--- src/rtl/vnv_pkg.sv ---
package vnv_pkg;

  // Strobes from control to datapath
  typedef struct packed {
    logic advance;    // victim <= next victim, next victim <= pick
    logic refreshNv;  // next victim <= pick
    logic report;     // raise replace report next cycle
  } vnvStrobes_t;

  typedef enum logic [1:0] {
    ACC_NONE,
    ACC_HIT_VICTIM,
    ACC_HIT_NEXT,
    ACC_HIT_OTHER
  } accKind_t;

endpackage

--- src/rtl/vnv_ctrl.sv ---
module vnv_ctrl
  import vnv_pkg::*;
#(
  parameter int WAYS  = 4,
  localparam int WAY_W = $clog2(WAYS)
) (
  input  logic             hitValid,
  input  logic [WAY_W-1:0] hitWay,
  input  logic             missValid,
  input  logic [WAY_W-1:0] curV,
  input  logic [WAY_W-1:0] curNv,
  output vnvStrobes_t      strobes
);

  accKind_t hitKind;

  always_comb begin
    if (!hitValid)            hitKind = ACC_NONE;
    else if (hitWay == curV)  hitKind = ACC_HIT_VICTIM;
    else if (hitWay == curNv) hitKind = ACC_HIT_NEXT;
    else                      hitKind = ACC_HIT_OTHER;
  end

  always_comb begin
    strobes = '0;
    if (missValid) begin
      strobes.advance = 1'b1;
      strobes.report  = 1'b1;
    end else begin
      unique case (hitKind)
        ACC_HIT_VICTIM: strobes.advance   = 1'b1;
        ACC_HIT_NEXT:   strobes.refreshNv = 1'b1;
        default:        strobes = '0;
      endcase
    end
  end

endmodule

--- src/rtl/vnv_datapath.sv ---
module vnv_datapath
  import vnv_pkg::*;
#(
  parameter int              WAYS      = 4,
  parameter int              LFSR_W    = 8,
  parameter logic [LFSR_W-1:0] LFSR_TAPS = 8'hB8,
  parameter logic [LFSR_W-1:0] LFSR_SEED = 8'h01,
  localparam int WAY_W = $clog2(WAYS)
) (
  input  logic             clk,
  input  logic             rstN,
  input  vnvStrobes_t      strobes,
  output logic [WAY_W-1:0] curV,
  output logic [WAY_W-1:0] curNv,
  output logic             replaceValid,
  output logic [WAY_W-1:0] replaceWay
);

  localparam logic [WAY_W-1:0] LAST_WAY = WAY_W'(WAYS - 1);
  localparam bit               POW2     = (WAYS == (1 << WAY_W));

  logic [LFSR_W-1:0] lfsr;
  logic [WAY_W-1:0]  baseWay, stepOne, pickWay;

  // Free-running Galois LFSR
  always_ff @(posedge clk or negedge rstN) begin
    if (!rstN)        lfsr <= LFSR_SEED;
    else if (lfsr[0]) lfsr <= (lfsr >> 1) ^ LFSR_TAPS;
    else              lfsr <= lfsr >> 1;
  end

  // Fold LFSR onto the way range
  generate
    if (POW2) begin : g_mask
      assign baseWay = lfsr[WAY_W-1:0];
    end else begin : g_mod
      logic [LFSR_W-1:0] modVal;
      assign modVal  = lfsr % LFSR_W'(WAYS);
      assign baseWay = modVal[WAY_W-1:0];
    end
  endgenerate

  function automatic logic [WAY_W-1:0] skipWay(
    input logic [WAY_W-1:0] w,
    input logic [WAY_W-1:0] a,
    input logic [WAY_W-1:0] b
  );
    if (w == a || w == b) return (w == LAST_WAY) ? '0 : w + 1'b1;
    return w;
  endfunction

  // Two wrap-around steps clear both excluded ways
  assign stepOne = skipWay(baseWay, curV, curNv);
  assign pickWay = skipWay(stepOne, curV, curNv);

  always_ff @(posedge clk or negedge rstN) begin
    if (!rstN) begin
      curV         <= '0;
      curNv        <= WAY_W'(1);
      replaceValid <= 1'b0;
      replaceWay   <= '0;
    end else begin
      replaceValid <= strobes.report;
      if (strobes.report) replaceWay <= curV;
      if (strobes.advance) begin
        curV  <= curNv;
        curNv <= pickWay;
      end else if (strobes.refreshNv) begin
        curNv <= pickWay;
      end
    end
  end

endmodule

--- src/rtl/vnv_repl_tracker.sv ---
module vnv_repl_tracker
  import vnv_pkg::*;
#(
  parameter int WAYS   = 4,
  parameter int LFSR_W = 8,
  localparam int WAY_W = $clog2(WAYS)
) (
  input  logic             clk,
  input  logic             rstN,
  input  logic             hitValid,
  input  logic [WAY_W-1:0] hitWay,
  input  logic             missValid,
  output logic [WAY_W-1:0] victimWay,
  output logic [WAY_W-1:0] nextVictimWay,
  output logic             replaceValid,
  output logic [WAY_W-1:0] replaceWay
);

  vnvStrobes_t strobes;

  vnv_ctrl #(.WAYS(WAYS)) uCtrl (
    .hitValid (hitValid),
    .hitWay   (hitWay),
    .missValid(missValid),
    .curV     (victimWay),
    .curNv    (nextVictimWay),
    .strobes  (strobes)
  );

  vnv_datapath #(.WAYS(WAYS), .LFSR_W(LFSR_W)) uData (
    .clk         (clk),
    .rstN        (rstN),
    .strobes     (strobes),
    .curV        (victimWay),
    .curNv       (nextVictimWay),
    .replaceValid(replaceValid),
    .replaceWay  (replaceWay)
  );

endmodule

--- config.mk ---
export PLATFORM = sky130hd
export DESIGN_NAME = vnv_repl_tracker
export DESIGN_NICKNAME = d
export VERILOG_FILES = /design/src/rtl/vnv_pkg.sv /design/src/rtl/vnv_ctrl.sv /design/src/rtl/vnv_datapath.sv /design/src/rtl/vnv_repl_tracker.sv
export SDC_FILE = /design/constraint.sdc
export NUM_CORES = 1
export LEC_CHECK = 0
export BUFFER_PORTS_ARGS = -buffer_cell sky130_fd_sc_hd__buf_2
export CAP_MARGIN = 20
export CORE_MARGIN = 10
export CORE_UTILIZATION = 54
export DETAILED_ROUTE_END_ITERATION = 8
export HOLD_SLACK_MARGIN = 0.12
export PLACE_DENSITY_LB_ADDON = 0.1
export SYNTH_ARGS = -nofsm -noshare
export SYNTH_HDL_FRONTEND = slang
export SYNTH_SLANG_ARGS = --single-unit
--- constraint.sdc ---
create_clock -name clk -period 2.4 [get_ports clk]
set_clock_uncertainty 0.05 [all_clocks]
set_input_delay 0.24 -clock clk [delete_from_list [all_inputs] [get_ports clk]]
set_output_delay 0.24 -clock clk [all_outputs]
set_load 0.05 [all_outputs]
* Word-level counts from Yosys, hierarchy flattened
Cells that the tools add are included.
** Word-level totals
- Bits in registers :: 15
- Bits in latches :: 0
- Bits in writable memories :: 0
- Bits in read-only memories :: 0
- Output and inout bits :: 7
- Word-level logic and storage cells :: 40
- Memories :: 0
** Operators by class
- Add/subtract/negate cells :: 2
- Multiply operators :: 0
- Divide/modulo/power cells :: 0
- $lt $le $gt $ge :: 0
- Equal/unequal tests :: 10
- Shifts and indexed selects :: 0
- Multiplexer cells :: 19
- Bitwise operators :: 1
- Reductions and logical operators :: 3
** Operators with widths (number)
- 2-bit 2-to-1 mux :: 10
- 2-bit == test :: 6
- 1-bit 2-to-1 mux :: 8
- 8-bit 2-to-1 mux :: 1
- 2-bit == test, second input constant :: 3
- 2-bit by 1-bit adder with 2-bit output, second input constant :: 2
- 3-bit inverter with 4-bit output :: 1
- 2-bit by 1-bit == test with 1-bit output, second input constant :: 1
- 1-bit logical OR :: 2
- 2-bit nonzero test :: 1

* Logic depth before layout (Yosys ltp)
- Depth in word-level cells :: 10
- Mapped depth :: 7

* By module
From an unflattened synthesis, not the netlist that was laid out.
** Unflattened totals
- Cell total of the unflattened synthesis :: 70
- Area, all modules :: 797.0 um^2
** Modules (own cells, without submodules)
- vnv_datapath :: times used 1, cells an instance 58, area an instance 713.2 um^2
- vnv_ctrl :: times used 1, cells an instance 12, area an instance 83.8 um^2

* Worst setup path before layout
OpenSTA, ideal clock, no wires.
- Path kind :: reg2reg
- Start :: register uData.curV[0]
- End :: register uData.curNv[1]
- Library setup time :: 0.132 ns
- Data arrival time :: 2.030 ns
- Setup slack :: 0.188 ns
- Stages on the path, launching flop included :: 7
- Clock period less this slack :: 2.212 ns
- Path through :: dfrtp_1 > buf_2 > xor2_1 > o22ai_4 > mux2_2 > o2111ai_1 > or3b_1
** Between the ends
- Cells in the longest elaborated chain, start to end :: 10
** RTL lines
- start, declared :: line vnv_datapath.sv:13 : output logic [WAY_W-1:0] curV,
- start signal, assigned :: line vnv_datapath.sv:66 : curV <= curNv;
- 2-bit == test :: line vnv_datapath.sv:48 : if (w == a || w == b) return (w == LAST_WAY) ? '0 : w + 1'b1;
- 1-bit logical OR :: line vnv_datapath.sv:48
- 1-bit 2-to-1 mux :: line vnv_datapath.sv:48
- 2-bit 2-to-1 mux :: line vnv_datapath.sv:49 : return w;
- 2-bit by 1-bit adder with 2-bit output / 2-bit == test (equally long branches) :: line vnv_datapath.sv:48
- 2-bit 2-to-1 mux / 1-bit logical OR (equally long branches) :: line vnv_datapath.sv:48
- 2-bit 2-to-1 mux / 1-bit 2-to-1 mux (equally long branches) :: line vnv_datapath.sv:48
- 2-bit 2-to-1 mux :: line vnv_datapath.sv:49
- 2-bit 2-to-1 mux :: line vnv_datapath.sv:68 : end else if (strobes.refreshNv) begin
- 2-bit 2-to-1 mux :: line vnv_datapath.sv:65 : if (strobes.advance) begin
- end signal, assigned :: line vnv_datapath.sv:67 : curNv <= pickWay;
- end signal, assigned :: line vnv_datapath.sv:69 : curNv <= pickWay;
- end, declared :: line vnv_datapath.sv:14 : output logic [WAY_W-1:0] curNv,
Parallel ways exist; a longest one is shown, timed or not. The select of a mux whose other input is x is not followed.
A chain may end at the register's enable or synchronous reset.

* Worst setup path in the final report
- Start :: register uData.lfsr[1]
- End :: register uData.curNv[1]
** Between the ends
- Cells in the longest elaborated chain, start to end :: 10
** RTL lines
- start, declared :: line vnv_datapath.sv:22 : logic [LFSR_W-1:0] lfsr;
- start signal, assigned :: line vnv_datapath.sv:28 : else if (lfsr[0]) lfsr <= (lfsr >> 1) ^ LFSR_TAPS;
- start signal, assigned :: line vnv_datapath.sv:29 : else lfsr <= lfsr >> 1;
- 2-bit by 1-bit adder with 2-bit output / 2-bit == test (equally long branches) :: line vnv_datapath.sv:48
- 2-bit 2-to-1 mux / 1-bit logical OR (equally long branches) :: line vnv_datapath.sv:48
- 2-bit 2-to-1 mux / 1-bit 2-to-1 mux (equally long branches) :: line vnv_datapath.sv:48
- 2-bit 2-to-1 mux * :: line vnv_datapath.sv:49
- 2-bit by 1-bit adder with 2-bit output / 2-bit == test (equally long branches) :: line vnv_datapath.sv:48
- 2-bit 2-to-1 mux / 1-bit logical OR (equally long branches) :: line vnv_datapath.sv:48
- 2-bit 2-to-1 mux / 1-bit 2-to-1 mux (equally long branches) :: line vnv_datapath.sv:48
- 2-bit 2-to-1 mux * :: line vnv_datapath.sv:49
- 2-bit 2-to-1 mux :: line vnv_datapath.sv:68
- 2-bit 2-to-1 mux * :: line vnv_datapath.sv:65
Mark *: on every way between the ends. The rest lies on a longest branch, timed or not. The select of a mux whose other input is x is not followed.

==> results.md <==
* Row cnt at 14
* Final Cycle Share at roughly 90%
* Clk slew on worst S/H paths at 0.09 ns
* Max_cap viols at 0
* First-pass GRT wire length at 2.67 mm
* Mapped Area at 840 um^2
* Req. time, crit path at 2.51 ns
* Seq cells post-synth at 15
* FF-to-FF Start: uData.lfsr[1]
* Netlist cell types at 35
* Pre-antenna DRT Iters at 4
* Routability cong. at 0.863
* Final hold vios at 0
* Inserted Diodes at 0
* Asr flop ratio synth at 100%
* Initial antenna violation count at 0
* F_max at 463 MHz
* Setup TNS at 0 ns
* Vias at about 580
* Post-route minimum period at 2.16 ns
* CP arrival at 2.27 ns
* Number of buffers and inverters on the critical path at 0
* DPL Wire Length at 1.17 mm
* Die extent in x at 59.4 um
* Yosys warns at 0
* Slowest stage delay, CP at around 0.6 ns
* Crit path max-delay cell type: dfrtp_1
* Sw Pwr at 593 uW
* Largest net degree at the start of global routing at 16
* Post-Syn Nets at 82
* WL/cell at 14.5 um
* # nets final at 97
* Cell chain of the critical path: ha_1 > and2_1 > o211ai_1 > nand2_1 > o2111ai_1 > or3b_1
* Clock tree buffer depth at 2
* Area growth, synth to finish at 11.2%
* Switching portion of total power at approximately 48%
* Share of post-route cells with drive strength above 1 at a little over 30%
* Syn avg cell area at 11.2 um^2
* GR Overflow Total at 0
* Final WS setup at 0.242 ns
* Final Power at roughly 1.2 mW
* Slew Limit Headroom at a little under three quarters
* # fillers at 130
* Hold Path Cell Cnt at 0
* Comb power frac at between 50% and 60%
* Core Footprint at 0.00149 mm^2
* Clk_lat worst skew at 0.28 ns
* Final wirelength at roughly 1.5 mm
* Die area at 0.00353 mm^2
* Sequential Power Share at 32.4%
* Slew Limit Fails at 0
* Worst ir drop on vdd at slightly above 900 uV
* Worst reg2reg path depth at 6
* Internal power at approximately 640 uW
* LEAKAGE at 0.474 nW
* Worst-margin pin slew at 0.431 ns
* Startpoint types: flip-flop
* Antenna-violating nets left at 0
* Clock buffer count from CTS at 3
* CTS root buffer: clkbuf_4
* Number of flops mapped to enable cells by yosys at 0
* Post-synthesis sequential area ratio at 45.0%
* Critical path launch point: uData.lfsr[1]
* Power Density at 1320 mW/mm^2
* I/O pins at 13
* Post-place setup slack at about 0.26 ns
* Starting Density at 56.4%
* Worst setup endpoint: uData.curNv[1]
* Worst path depth at 6
* Via/cell ratio at 5.53
* Crit path kind: reg -> reg
* Dominant synthesized flop cell: dfrtp_1
* Drt drc at 0
* R2r setup slk at 0.24 ns
* H-tree levels at 1
* Status: complete, no violations
* RSZ-0062 raised after global routing: no
* Worst hold path class: reg -> reg
* Setup Viol. Count Final at 0
* Vias in the first global route at about 600
* Die Ht at 59.4 um
* Post-CTS Setup Bufs at 0
* Syn Inst Count at 75
* CP Max Fanout at 10
* TritonCTS clock tree: yes
* GRT Total Usage at about a tenth
* Port bufs at 12
* Cts repair resizes at 0
* Total clock sinks at 15
* Setup crit end kind: flip-flop
* Clock power frac at 11.5%
* Post-layout util at 62.7%
* Largest delay contributor family on the critical path: simple AND/OR/NAND/NOR gates
* R2r endpoint: uData.curNv[1]
* 1st-iter DRT viols at 9
## logic make-up after synthesis
| group | count (synthesis) | synth area share [%] |
|---|---|---|
| AO/OA/AOI/OAI | 15 | 15.4 |
| XOR/XNOR | 12 | 14.3 |
| adder cells (fa/ha/maj) | 1 | 1.49 |
| buffers and inverters | 8 | 6.11 |
| flip-flops | 15 | 45.0 |
| multiplexers | 4 | 5.22 |
| AND/OR/NAND/NOR | 20 | 12.5 |
## layout by cell type (no fill, tap or decap), types with 2 or more instances in the layout
cell           count
or3b_1             2
nand2_1            7
buf_2             12
xor2_1             5
inv_1              3
xnor2_1            5
dfstp_2            2
o21ai_0            3
nor2_1             2
clkbuf_4           3
mux2_2             3
nand3_1            3
dfrtp_1           13
xor2_2             2
dlygate4sd3_1      2
## stage by stage
step	hold WS, ns	cell area, um^2	cells
4_1_cts	0.310	933	105
2_1_floorplan	-0.106	840	75
3_5_place_dp	0.113	887	99
5_1_grt	0.318	933	105
3_3_place_gp	0.110	887	99
6_report	0.309	933	105
## cell type report
cell class / count / area [um^2] / area share [%]
Multi-Input combinational cell: 52 / 410 / 44.0
Inverter: 3 / 11.3 / 1.21
Clock buffer: 4 / 26.3 / 2.82
Tap cell: 16 / 20.0 / 2.14
Sequential cell: 15 / 378 / 40.5
Timing Repair Buffer: 15 / 87.6 / 9.38
## how the worst min path moves through the flow
stage | from | endpoint | slack [ns]
final | uData.lfsr[3] | uData.lfsr[2] | 0.31
after global routing | uData.lfsr[3] | uData.lfsr[2] | 0.32
after CTS | uData.lfsr[2] | uData.lfsr[1] | 0.31
after detailed placement | rstN | uData.lfsr[4] | 0.11
after global placement | rstN | uData.lfsr[4] | 0.11
after floorplan | rstN | uData.curNv[1] | -0.11
## worst register-to-register path: cells and delay by family (launching register included)
kind            cells  cell delay, ns
fa+ha+maj           1            0.38
flops               1            0.59
simple gates        3            0.68
compound gates      2            0.34
## flip-flops by register name (all words and copies together), names as in the netlist
name / flops
uData.lfsr: 8
uData.curNv: 2
uData.curV: 2
uData.replaceWay: 2
uData.replaceValid: 1
## synthesized netlist by cell type, types with 2 or more instances
| master | count | area [um^2] |
|---|---|---|
| nor2_1 | 2 | 7.51 |
| mux2_2 | 3 | 33.8 |
| xor2_2 | 2 | 32.5 |
| buf_6 | 2 | 22.5 |
| buf_2 | 2 | 10.0 |
| dfrtp_1 | 13 | 325 |
| dfstp_2 | 2 | 52.6 |
| nand3_1 | 3 | 15.0 |
| or3b_1 | 2 | 17.5 |
| o21ai_0 | 3 | 15.0 |
| xnor2_1 | 5 | 43.8 |
| inv_1 | 3 | 11.3 |
| nand2_1 | 7 | 26.3 |
| xor2_1 | 5 | 43.8 |
## power groups by stage
stage,clock network [mW],logic [mW],registers (mW)
floorplan,0,0.441,0.527
global placement,0,0.686,0.400
detailed placement,0,0.691,0.405
CTS,0.149,0.697,0.400
global route,0.154,0.754,0.408
finish,0.141,0.690,0.397
## repair_timing
item                       4_1_cts  5_1_grt
hold endpoints to repair        16        0
setup endpoints to repair        0        0
hold buffers                     2        0
## layer usage
metal	global-route usage [%]	wire (um)	vias up
met1	11.4	739	274
li1	-	-	289
met4	1.97	10	0
met3	5.36	103	3
met5	0	0	-
met2	15.3	671	15
Power figures use the tool's default switching activity.
